[src/rtl/aluPkg.sv]
package aluPkg;

  localparam int CC_W = 8;
  localparam int CC_C = 0;
  localparam int CC_V = 1;
  localparam int CC_Z = 2;
  localparam int CC_N = 3;
  localparam int CC_I = 4;
  localparam int CC_H = 5;

  typedef enum logic [4:0] {
    OP_ADD  = 5'd0,
    OP_ADC  = 5'd1,
    OP_SUB  = 5'd2,
    OP_SBC  = 5'd3,
    OP_CMP  = 5'd4,
    OP_INC  = 5'd5,
    OP_DEC  = 5'd6,
    OP_CLR  = 5'd7,
    OP_COM  = 5'd8,
    OP_NEG  = 5'd9,
    OP_TST  = 5'd10,
    OP_AND  = 5'd11,
    OP_BIT  = 5'd12,
    OP_ORA  = 5'd13,
    OP_EOR  = 5'd14,
    OP_ROL  = 5'd15,
    OP_ROR  = 5'd16,
    OP_LSR  = 5'd17,
    OP_ASL  = 5'd18,
    OP_ASR  = 5'd19,
    OP_MUL  = 5'd20,
    OP_PASS = 5'd31
  } aluOp_e;

  localparam logic [4:0] LAST_OP = 5'd20;

  // Strobes from control to datapath and flag merge
  typedef struct packed {
    aluOp_e fn;
    logic   wb;
    logic   updH;
    logic   updN;
    logic   updZ;
    logic   updV;
    logic   updC;
  } aluStrobe_t;

endpackage

[src/rtl/aluCtrl.sv]
module aluCtrl
  import aluPkg::*;
(
  input  logic [4:0]  opSel,
  output aluStrobe_t  strobe
);

  always_comb begin
    strobe = '0;
    if (opSel <= LAST_OP) strobe.fn = aluOp_e'(opSel);
    else                  strobe.fn = OP_PASS;
    case (strobe.fn)
      OP_ADD, OP_ADC: begin
        strobe.wb = 1'b1;
        strobe.updH = 1'b1;
        strobe.updN = 1'b1;
        strobe.updZ = 1'b1;
        strobe.updV = 1'b1;
        strobe.updC = 1'b1;
      end
      OP_SUB, OP_SBC, OP_CLR, OP_COM, OP_NEG,
      OP_ROL, OP_ROR, OP_LSR, OP_ASL, OP_ASR: begin
        strobe.wb = 1'b1;
        strobe.updN = 1'b1;
        strobe.updZ = 1'b1;
        strobe.updV = 1'b1;
        strobe.updC = 1'b1;
      end
      OP_CMP, OP_TST: begin
        strobe.updN = 1'b1;
        strobe.updZ = 1'b1;
        strobe.updV = 1'b1;
        strobe.updC = 1'b1;
      end
      OP_INC, OP_DEC, OP_AND, OP_ORA, OP_EOR: begin
        strobe.wb = 1'b1;
        strobe.updN = 1'b1;
        strobe.updZ = 1'b1;
        strobe.updV = 1'b1;
      end
      OP_BIT: begin
        strobe.updN = 1'b1;
        strobe.updZ = 1'b1;
        strobe.updV = 1'b1;
      end
      OP_MUL: begin
        strobe.wb = 1'b1;
        strobe.updC = 1'b1;
      end
      default: ;
    endcase
  end

endmodule

[src/rtl/aluDatapath.sv]
module aluDatapath
  import aluPkg::*;
#(
  parameter int DATA_W = 8
) (
  input  aluOp_e                 fn,
  input  logic [DATA_W-1:0]      a,
  input  logic [DATA_W-1:0]      b,
  input  logic                   cIn,
  output logic [2*DATA_W-1:0]    res,
  output logic                   candH,
  output logic                   candN,
  output logic                   candZ,
  output logic                   candV,
  output logic                   candC
);

  localparam int MSB  = DATA_W - 1;
  localparam int HB   = DATA_W / 2;
  localparam int PR_W = 2 * DATA_W;

  // Shared adder: x + y + c0
  logic [MSB:0]    addX, addY;
  logic            addC0, borrowMode;
  logic [DATA_W:0] addSum;
  logic [MSB:0]    lowSum;
  logic [HB:0]     halfSum;
  logic            carryIntoTop, carryOut;

  always_comb begin
    addX = a;
    addY = b;
    addC0 = 1'b0;
    borrowMode = 1'b0;
    case (fn)
      OP_ADC: addC0 = cIn;
      OP_SUB, OP_CMP: begin addY = ~b; addC0 = 1'b1; borrowMode = 1'b1; end
      OP_SBC: begin addY = ~b; addC0 = ~cIn; borrowMode = 1'b1; end
      OP_INC: begin addY = '0; addC0 = 1'b1; end
      OP_DEC: begin addY = '1; addC0 = 1'b0; end
      OP_NEG: begin addX = '0; addY = ~a; addC0 = 1'b1; borrowMode = 1'b1; end
      default: ;
    endcase
  end

  assign addSum  = {1'b0, addX} + {1'b0, addY} + {{DATA_W{1'b0}}, addC0};
  assign lowSum  = {1'b0, addX[MSB-1:0]} + {1'b0, addY[MSB-1:0]} + {{MSB{1'b0}}, addC0};
  assign halfSum = {1'b0, addX[HB-1:0]} + {1'b0, addY[HB-1:0]} + {{HB{1'b0}}, addC0};
  assign carryIntoTop = lowSum[MSB];
  assign carryOut     = addSum[DATA_W];

  // Shift and rotate unit
  logic [MSB:0] shRes;
  logic         shOut;

  always_comb begin
    shRes = a;
    shOut = 1'b0;
    case (fn)
      OP_ROL: begin shRes = {a[MSB-1:0], cIn};  shOut = a[MSB]; end
      OP_ROR: begin shRes = {cIn, a[MSB:1]};    shOut = a[0];   end
      OP_LSR: begin shRes = {1'b0, a[MSB:1]};   shOut = a[0];   end
      OP_ASL: begin shRes = {a[MSB-1:0], 1'b0}; shOut = a[MSB]; end
      OP_ASR: begin shRes = {a[MSB], a[MSB:1]}; shOut = a[0];   end
      default: ;
    endcase
  end

  logic [PR_W-1:0] product;
  assign product = {{DATA_W{1'b0}}, a} * {{DATA_W{1'b0}}, b};

  // Result and candidate flags
  logic [MSB:0] byteRes;

  always_comb begin
    byteRes = a;
    candH = halfSum[HB];
    candV = 1'b0;
    candC = cIn;
    case (fn)
      OP_ADD, OP_ADC, OP_SUB, OP_SBC, OP_CMP, OP_INC, OP_DEC, OP_NEG: begin
        byteRes = addSum[MSB:0];
        candV = carryIntoTop ^ carryOut;
        candC = borrowMode ? ~carryOut : carryOut;
      end
      OP_CLR: begin byteRes = '0; candC = 1'b0; end
      OP_COM: begin byteRes = ~a; candC = 1'b1; end
      OP_TST: candC = 1'b0;
      OP_AND, OP_BIT: byteRes = a & b;
      OP_ORA: byteRes = a | b;
      OP_EOR: byteRes = a ^ b;
      OP_ROL, OP_ROR, OP_LSR, OP_ASL, OP_ASR: begin
        byteRes = shRes;
        candC = shOut;
        candV = shRes[MSB] ^ a[MSB];
      end
      OP_MUL: candC = product[MSB];
      default: ;
    endcase
  end

  assign candN = byteRes[MSB];
  assign candZ = (byteRes == '0);
  assign res   = (fn == OP_MUL) ? product : {{DATA_W{1'b0}}, byteRes};

endmodule

[src/rtl/aluCcUnit.sv]
module aluCcUnit
  import aluPkg::*;
#(
  parameter int DATA_W = 8
) (
  input  logic                clk,
  input  logic                rstN,
  input  logic [4:0]          opSel,
  input  logic [DATA_W-1:0]   opA,
  input  logic [DATA_W-1:0]   opB,
  input  logic [CC_W-1:0]     ccIn,
  output logic [2*DATA_W-1:0] result,
  output logic                writeEn,
  output logic [CC_W-1:0]     ccOut
);

  localparam logic [CC_W-1:0] CC_RESET = 8'hC0;

  aluStrobe_t          strobe;
  logic [2*DATA_W-1:0] dpRes;
  logic                candH, candN, candZ, candV, candC;
  logic [CC_W-1:0]     nextCc;

  aluCtrl ctrl_i (
    .opSel  (opSel),
    .strobe (strobe)
  );

  aluDatapath #(.DATA_W(DATA_W)) dp_i (
    .fn    (strobe.fn),
    .a     (opA),
    .b     (opB),
    .cIn   (ccIn[CC_C]),
    .res   (dpRes),
    .candH (candH),
    .candN (candN),
    .candZ (candZ),
    .candV (candV),
    .candC (candC)
  );

  always_comb begin
    nextCc       = ccIn;
    nextCc[7:6]  = 2'b11;
    if (strobe.updH) nextCc[CC_H] = candH;
    if (strobe.updN) nextCc[CC_N] = candN;
    if (strobe.updZ) nextCc[CC_Z] = candZ;
    if (strobe.updV) nextCc[CC_V] = candV;
    if (strobe.updC) nextCc[CC_C] = candC;
  end

  always_ff @(posedge clk or negedge rstN) begin
    if (!rstN) begin
      result  <= '0;
      writeEn <= 1'b0;
      ccOut   <= CC_RESET;
    end else begin
      result  <= dpRes;
      writeEn <= strobe.wb;
      ccOut   <= nextCc;
    end
  end

endmodule

[config.mk]
export PLATFORM = sky130hd
export DESIGN_NAME = aluCcUnit
export DESIGN_NICKNAME = d
export VERILOG_FILES = /design/src/rtl/aluPkg.sv /design/src/rtl/aluCtrl.sv /design/src/rtl/aluDatapath.sv /design/src/rtl/aluCcUnit.sv
export SDC_FILE = /design/constraint.sdc
export NUM_CORES = 1
export LEC_CHECK = 0
export CORE_MARGIN = 2
export CORE_UTILIZATION = 65
export CTS_CLUSTER_SIZE = 24
export DETAILED_ROUTE_END_ITERATION = 12
export DONT_BUFFER_PORTS = 1
export GPL_ROUTABILITY_DRIVEN = 1
export PLACE_DENSITY = 0.81
export SLEW_MARGIN = 0
export SYNTH_ARGS = -nofsm -noshare
export SYNTH_HDL_FRONTEND = slang
export SYNTH_SLANG_ARGS = --single-unit
[constraint.sdc]
create_clock -name clk -period 1 [get_ports clk]
set_input_delay 0.05 -clock clk [delete_from_list [all_inputs] [get_ports clk]]
set_output_delay 0.05 -clock clk [all_outputs]
set_load 0.005 [all_outputs]
==> results of run 1 <==
[repair_timing]
action | 4_1_cts
resized for setup | 70
endpoints found under the setup margin | 21
endpoints found under the hold margin | 29
pin swaps | 34
hold buffers | 8
setup buffers | 15
[kinds of logic after synthesis]
group	count (synthesis)	share of synthesized area, %
simple gates	186	19.8
compound gates	130	20.6
buf+inv	108	9.95
fa+ha+maj	97	33.0
flops	23	12.7
xor+xnor	15	2.89
mux	4	0.937
other cells	1	0.0826
[stage by stage]
step / TNS, ps / instance area (sq um) / std cells
after floorplan: -41090 / 5030 / 565
after global placement: -42190 / 5780 / 759
after detailed placement: -44760 / 5780 / 759
after CTS: -39530 / 6340 / 782
[per-layer routing]
metal	overflow	GRT usage, %
met5	0	0
met4	28	80.3
met2	33	93.3
met1	0	73.9
met3	0	58.2
==> flow_summary.json, run 1 <==
{
  "buffer_ports.inserted": 0,
  "die_span_y_um": 87.6,
  "top_count_cell_post_synth": "sky130_fd_sc_hd__inv_1",
  "number_of_clock_buffers_inserted_by_tritoncts": 3,
  "numClockSinks": 23,
  "worstEndpointGrtRepair": "result[14]$_DFF_PN0_/D",
  "grt_overflow_total": 61,
  "grt_start_max_net_pins": 30,
  "synth_async_sr_flop_share_pct": 100,
  "netlist_top_cells_area": "sky130_fd_sc_hd__fa_1 17%, sky130_fd_sc_hd__ha_1 16%, sky130_fd_sc_hd__dfrtp_1 13%",
  "detailed_placement_wirelength_estimate_um": 13100,
  "postSynthCellCount": 564,
  "gp_congestion": 1.01,
  "syn_area_per_cell_sq_um": 8.05,
  "fp-row-count": 30,
  "run_status": "did not finish",
  "start_util_pct": 66.8,
  "synth_ff_type": "sky130_fd_sc_hd__dfrtp_1",
  "io-pin-count": 56,
  "clock_tree.root_cell": "sky130_fd_sc_hd__clkbuf_8",
  "synthesis.area_sq_um": 4540,
  "timing.repair.worst_endpoint_type": "register data pin",
  "grtUsageTotal_pct": 74.8,
  "post-place-ws_ps": -2810,
  "htree_num_levels": 1,
  "die_width_um": 87.6,
  "synth_seq_area_share_pct": 12.7,
  "yosys.area.top_type": "sky130_fd_sc_hd__fa_1",
  "synth_top_cells_by_count": "74 x sky130_fd_sc_hd__inv_1, 59 x sky130_fd_sc_hd__ha_1, 58 x sky130_fd_sc_hd__nand2_1",
  "post_synth_edffs": 0,
  "synth.ff_latch_count": 23,
  "fail_step": "global routing (5_1_grt)",
  "error": "[ERROR GRT-0232] Routing congestion too high. Check the congestion heatmap in the GUI.",
  "number_of_warning_messages_in_the_yosys_log": 0,
  "cts_max_path_buffers": 2,
  "count_of_unique_library_cells_instantiated_by_yosys": 75,
  "netlist.area_leader.share_pct": 16.8
}
==> run 2: changes to the inputs <==
- CORE_UTILIZATION: 65 -> 40
- CTS_CLUSTER_SIZE: 24 -> unset
- PLACE_DENSITY: 0.81 -> unset
- PLACE_DENSITY_LB_ADDON: unset -> 0.15
==> run 2 against run 1 <==
Compared with the run above: synthesized area unchanged; the flow now finishes, with violations (negative hold slack, negative setup slack); synthesized cell count unchanged.
==> flow_summary.json, run 2 <==
{
  "run_status": "finished, violations left",
  "violations": "negative hold slack, negative setup slack",
  "syn_area_per_cell_sq_um": 8.05,
  "wire_length_of_the_first_global_routing_pass_um": 26200,
  "finalCritPeriodShare_pct": 341,
  "grt_overflow_total": 0,
  "share_comb_of_total_power_pct": 77.1,
  "detailroute.via_count": 4665,
  "buffer_ports.inserted": 0,
  "cts_clock_pin_slew_for_the_worst_setup_and_hold_paths_ps": 70,
  "timing.critical_path.to_type": "flop",
  "fp-row-count": 38,
  "critical_path.max_fanout": 7,
  "cts_max_path_buffers": 2,
  "synth_async_sr_flop_share_pct": 100,
  "drt-vias-per-instance": 5.66,
  "power_switching_share_pct": 42.3,
  "numClockSinks": 23,
  "post_route_cells_drive_above_1_share_pct": 39.6,
  "drt-initial-drc-count": 430,
  "netlist_top_cells_area": "sky130_fd_sc_hd__fa_1 17%, sky130_fd_sc_hd__ha_1 16%, sky130_fd_sc_hd__dfrtp_1 13%",
  "synth_top_cells_by_count": "74 x sky130_fd_sc_hd__inv_1, 59 x sky130_fd_sc_hd__ha_1, 58 x sky130_fd_sc_hd__nand2_1",
  "worst_hold_path.num_cells": 2,
  "io-pin-count": 56,
  "synthesis.area_sq_um": 4540,
  "number_of_clock_buffers_inserted_by_tritoncts": 3,
  "p_total_mw": 8.75,
  "most-common-layout-cells": "124 x sky130_fd_sc_hd__buf_4, 60 x sky130_fd_sc_hd__inv_1, 49 x sky130_fd_sc_hd__nand2_1, 48 x sky130_fd_sc_hd__ha_1, 41 x sky130_fd_sc_hd__nor2_1",
  "power.share.clock_pct": 10.4,
  "p_switching_mw": 3.70,
  "worst-slew-pin-transition_ps": 1070,
  "floorplan.core_area_sq_um": 10900,
  "synth.ff_latch_count": 23,
  "power.sequential.fraction_pct": 12.4,
  "flip_flop_count_of_the_largest_register_all_copies_and_words_added": 16,
  "worstSetupPathType": "input port to flop",
  "drt-total-wl_um": 16300,
  "setup_viol_count_final": 21,
  "top_register": "result",
  "worst-endpoint-arrival_ps": 3610,
  "worstSetupStartpointType": "input port",
  "rsz0062_at_grt": "yes",
  "top_count_cell_post_synth": "sky130_fd_sc_hd__inv_1",
  "detail_route.first_pass.iterations": 5,
  "layout_setup_ws_ps": -2410,
  "whs_ps": -1.80,
  "grtUsageTotal_pct": 26.6,
  "die_width_um": 111,
  "wl_per_cell_um": 19.8,
  "dieArea_sq_um": 12200,
  "postRouteAntennaNets": 0,
  "drv.max_cap_violation_count": 0,
  "remaining_drc_errors": 0,
  "area_growth_syn_to_layout_pct": 43.3,
  "worst_ir_drop_vdd_mv": 1.94,
  "synth_ff_type": "sky130_fd_sc_hd__dfrtp_1",
  "power_per_cell_area_nw_per_um2": 1340,
  "commonest_non_fill_non_tap_cell_in_the_layout": "sky130_fd_sc_hd__buf_4",
  "grt_start_max_net_pins": 30,
  "number_of_global_route_vias_before_repair": 4889,
  "start_util_pct": 41.5,
  "gp_congestion": 0.932,
  "p_leak_nw": 3.10,
  "reg.largest.list": "result x16, ccOut x6, writeEn x1",
  "netlist.area_leader.share_pct": 16.8,
  "fin_tns_setup_ps": -36100,
  "antennaDiodeCount": 0,
  "die_span_y_um": 111,
  "htree_num_levels": 1,
  "min_clock_period_post_route_ps": 3410,
  "detailed_placement_wirelength_estimate_um": 12800,
  "synth_seq_area_share_pct": 12.7,
  "power_report.internal_total_mw": 5.05,
  "yosys.area.top_type": "sky130_fd_sc_hd__fa_1",
  "clock_tree_from_tritoncts": "yes",
  "worstHoldPathType": "input port to flop",
  "post_synth_edffs": 0,
  "grt_antenna_before_repair": 0,
  "postSynthCellCount": 564,
  "fin_nets": 813,
  "timing.fmax_mhz": 293,
  "count_of_unique_library_cells_instantiated_by_yosys": 75,
  "clock_tree.root_cell": "sky130_fd_sc_hd__clkbuf_16",
  "number_of_warning_messages_in_the_yosys_log": 0,
  "slew_violations": 0,
  "relSlewSlack_pct": 28.7,
  "finalHoldViolCount": 1,
  "data_required_time_at_the_worst_endpoint_ps": 1200
}
-- run 2: kinds of logic after synthesis --
logic type      Yosys count  share of synthesized area [%]
fa+ha+maj                97                           33.0
compound gates          130                           20.6
buf+inv                 108                           9.95
mux                       4                          0.937
simple gates            186                           19.8
flops                    23                           12.7
other cells               1                         0.0826
xor+xnor                 15                           2.89
-- run 2: metal layers --
metal	vias up	global-route usage, %	wire length (um)
li1	2169	-	-
met1	2295	35.5	7060
met2	178	45.3	7870
met3	23	3.24	1010
met4	0	7.83	378
met5	-	0	0
-- run 2: cell type report --
cell class / instances / area (sq um)
Clock buffer: 3 / 75.1
Fill cell: 997 / 4430
Sequential cell: 23 / 576
Inverter: 78 / 320
Timing Repair Buffer: 145 / 1160
Tap cell: 140 / 175
Clock inverter: 1 / 7.51
Multi-Input combinational cell: 434 / 4190
-- run 2: worst max-delay path, stage by stage --
cell	delay, ps
sky130_fd_sc_hd__clkinvlp_4	100
sky130_fd_sc_hd__nor2_4	50
sky130_fd_sc_hd__fa_2	380
sky130_fd_sc_hd__fa_1	490
sky130_fd_sc_hd__inv_1	50
sky130_fd_sc_hd__fa_1	450
sky130_fd_sc_hd__fa_1	510
sky130_fd_sc_hd__inv_2	50
sky130_fd_sc_hd__ha_4	280
sky130_fd_sc_hd__o21a_1	160
sky130_fd_sc_hd__o21ai_2	100
sky130_fd_sc_hd__a211oi_2	330
sky130_fd_sc_hd__nor3_2	80
sky130_fd_sc_hd__or3_1	390
sky130_fd_sc_hd__a21oi_2	120
-- run 2: final timing paths --
| kind | from | end | slack [ps] |
|---|---|---|---|
| setup / recovery | opB[2] | result[15]$_DFF_PN0_ | -2410 |
| hold / removal | opA[0] | result[0]$_DFF_PN0_ | -2 |
| max in group asynchronous | rstN | ccOut[1]$_DFF_PN0_ | 300 |
| min in group asynchronous | rstN | result[4]$_DFF_PN0_ | 50 |
-- run 2: repair_timing --
item	in CTS	in global routing
setup buffers	12	6
hold endpoints to repair	29	0
gates resized for setup	73	25
setup endpoints to repair	21	44
hold buffers	8	0
pin swaps	59	28
-- run 2: through the flow --
| stage | area [sq um] | hold slack, ps | std cells | utilization, % | worst slack (ps) |
|---|---|---|---|---|---|
| floorplan | 5030 | -246 | 565 | - | -2600 |
| global placement | 5830 | -245 | 802 | 53.3 | -2630 |
| detailed placement | 5830 | -245 | 802 | 53.3 | -2720 |
| CTS | 6370 | 37.7 | 823 | 58.3 | -2410 |
| global route | 6500 | 10.1 | 824 | 59.5 | -2550 |
| finish | 6500 | -1.80 | 824 | 59.5 | -2410 |
-- run 2: power by group through the flow --
stage / Combinational (mW) / Sequential, mW / Clock (mW)
finish: 6.75 / 1.09 / 0.912
global route: 7.37 / 1.10 / 0.982
CTS: 6.44 / 1.09 / 0.948
detailed placement: 5.62 / 1.11 / 0
global placement: 5.56 / 1.11 / 0
floorplan: 3.94 / 1.09 / 0
Note: power is estimated with default switching activity, not from simulation.
==> run 3: changes to the inputs <==
- SKIP_LAST_GASP: unset -> 1
==> run 3 against run 2 <==
Compared with the run above: the flow finishes with violations (negative setup slack); non-clock buffer count unchanged; highest routed layer unchanged; global-route usage about the same; combinational power increased by 0.7%; die area unchanged; first-iteration DRC count decreased by 17%; clock power about the same.
==> flow_summary.json, run 3 (synthesized netlist as in run 2, its figures left out) <==
{
  "run_status": "finished, violations left",
  "violations": "negative setup slack",
  "data_required_time_at_the_worst_endpoint_ps": 1200,
  "drt-total-wl_um": 16300,
  "antennaDiodeCount": 0,
  "most-common-layout-cells": "124 x sky130_fd_sc_hd__buf_4, 60 x sky130_fd_sc_hd__inv_1, 49 x sky130_fd_sc_hd__nand2_1, 48 x sky130_fd_sc_hd__ha_1, 40 x sky130_fd_sc_hd__nor2_1",
  "floorplan.core_area_sq_um": 10900,
  "postLayoutCoreUtil_pct": 59.4,
  "drt-vias-per-instance": 5.69,
  "cp_slowest_stage_delay_ps": 510,
  "start_util_pct": 41.5,
  "number_of_global_route_vias_before_repair": 4889,
  "rsz0062_at_grt": "yes",
  "die_span_y_um": 111,
  "area_growth_syn_to_layout_pct": 43.1,
  "gp_congestion": 0.932,
  "crit_path_cell_count": 15,
  "wl_per_cell_um": 19.7,
  "buffer_ports.inserted": 0,
  "reg.largest.list": "result x16, ccOut x6, writeEn x1",
  "io-pin-count": 56,
  "crit_path_frequent_cell": "sky130_fd_sc_hd__fa_1",
  "worst-endpoint-arrival_ps": 3600,
  "fp-row-count": 38,
  "grt_overflow_total": 0,
  "slew_violations": 0,
  "timing.fmax_mhz": 294,
  "drv.max_cap_violation_count": 0,
  "top_register": "result",
  "critical-path-slowest-cell": "sky130_fd_sc_hd__fa_1",
  "clock_tree.root_cell": "sky130_fd_sc_hd__clkbuf_16",
  "postRouteAntennaNets": 0,
  "clock_tree_from_tritoncts": "yes",
  "fin_tns_setup_ps": -36670,
  "remaining_drc_errors": 0,
  "relSlewSlack_pct": 28.9,
  "crit_path_buf_inv_count": 3,
  "critPathTopFamily": "adder cells",
  "final-seq-area_sq_um": 576,
  "p_total_mw": 8.80,
  "grt_start_max_net_pins": 30,
  "multi_input_comb_area_sq_um": 4180,
  "drt-initial-drc-count": 359,
  "detailroute.via_count": 4690,
  "min_clock_period_post_route_ps": 3400,
  "cts_max_path_buffers": 2,
  "worstSetupStartpointType": "input port",
  "finalCritPeriodShare_pct": 340,
  "grt_antenna_before_repair": 0,
  "worst-slew-pin-transition_ps": 1070,
  "flip_flop_count_of_the_largest_register_all_copies_and_words_added": 16,
  "p_leak_nw": 3.10,
  "grtUsageTotal_pct": 26.6,
  "wire_length_of_the_first_global_routing_pass_um": 26200,
  "layout.filler_cells": 995,
  "finalHoldViolCount": 0,
  "htree_num_levels": 1,
  "post_route_cells_drive_above_1_share_pct": 39.6,
  "commonest_non_fill_non_tap_cell_in_the_layout": "sky130_fd_sc_hd__buf_4",
  "layout_setup_ws_ps": -2400,
  "timing.critical_path.to_type": "flop",
  "critical_path.max_fanout": 7,
  "setup_viol_count_final": 21,
  "cts_clock_pin_slew_for_the_worst_setup_and_hold_paths_ps": 70,
  "timing.critical_path.cells": "clkinvlp_4 -> nor2_4 -> fa_2 -> fa_1 -> inv_1 -> fa_1 -> fa_1 -> inv_2 -> ha_4 -> o21a_1 -> o21ai_2 -> a211oi_2 -> nor3_2 -> or3_1 -> a21oi_2",
  "worstSetupPathType": "input port to flop",
  "die_width_um": 111,
  "power_per_cell_area_nw_per_um2": 1350,
  "number_of_clock_buffers_inserted_by_tritoncts": 3,
  "dieArea_sq_um": 12200,
  "worst_ir_drop_vdd_mv": 1.93,
  "detailed_placement_wirelength_estimate_um": 12800,
  "fin_nets": 813,
  "numClockSinks": 23,
  "worstHoldPathType": "input port to asynchronous set/reset pin",
  "detail_route.first_pass.iterations": 5
}
==> run 3: final timing paths <==
| path | end | from |
|---|---|---|
| max in group asynchronous | ccOut[1]$_DFF_PN0_ | rstN |
| setup / recovery | result[15]$_DFF_PN0_ | opB[2] |
| min in group clk | ccOut[5]$_DFF_PN0_ | opSel[4] |
| hold / removal | result[4]$_DFF_PN0_ | rstN |
==> run 3: repair_timing <==
item,4_1_cts,5_1_grt
buffers inserted,12,6
cloned,0,0
hold buffers,8,0
gates resized for setup,67,30
hold endpoints to repair,29,0
setup endpoints to repair,21,44
pin swaps,59,36
==> run 3: power by group <==
part	total (mW)	internal [mW]	switching, mW
Sequential	1.09	1.03	0.0534
Combinational	6.80	3.50	3.30
Clock	0.910	0.544	0.366
Total	8.80	5.08	3.72
==> run 3: layer usage <==
metal	routed length, um	GRT usage (%)	share of wire, %	vias up
li1	-	-	-	2172
met1	6900	35.5	42	2302
met2	7840	45.3	48	191
met3	1130	3.24	7.0	25
met4	380	7.83	2.3	0
met5	0	0	0	-
==> run 3: area by class of cell <==
type | instances | share of cell area, %
timing repair buffer | 145 | 17.9
inverter | 78 | 4.93
multi-input combinational | 434 | 64.4
clock buffer | 3 | 1.16
clock inverter | 1 | 0.116
tap | 140 | 2.70
sequential | 23 | 8.86
==> run 3: stage by stage <==
step / instance area, sq um / hold slack, ps / setup slack [ps] / cells
after floorplan: 5030 / -246 / -2600 / 565
after global placement: 5830 / -245 / -2630 / 802
after detailed placement: 5830 / -245 / -2720 / 802
after CTS: 6350 / 37.7 / -2410 / 823
after global routing: 6500 / 50.5 / -2550 / 824
final: 6500 / 52.7 / -2400 / 824
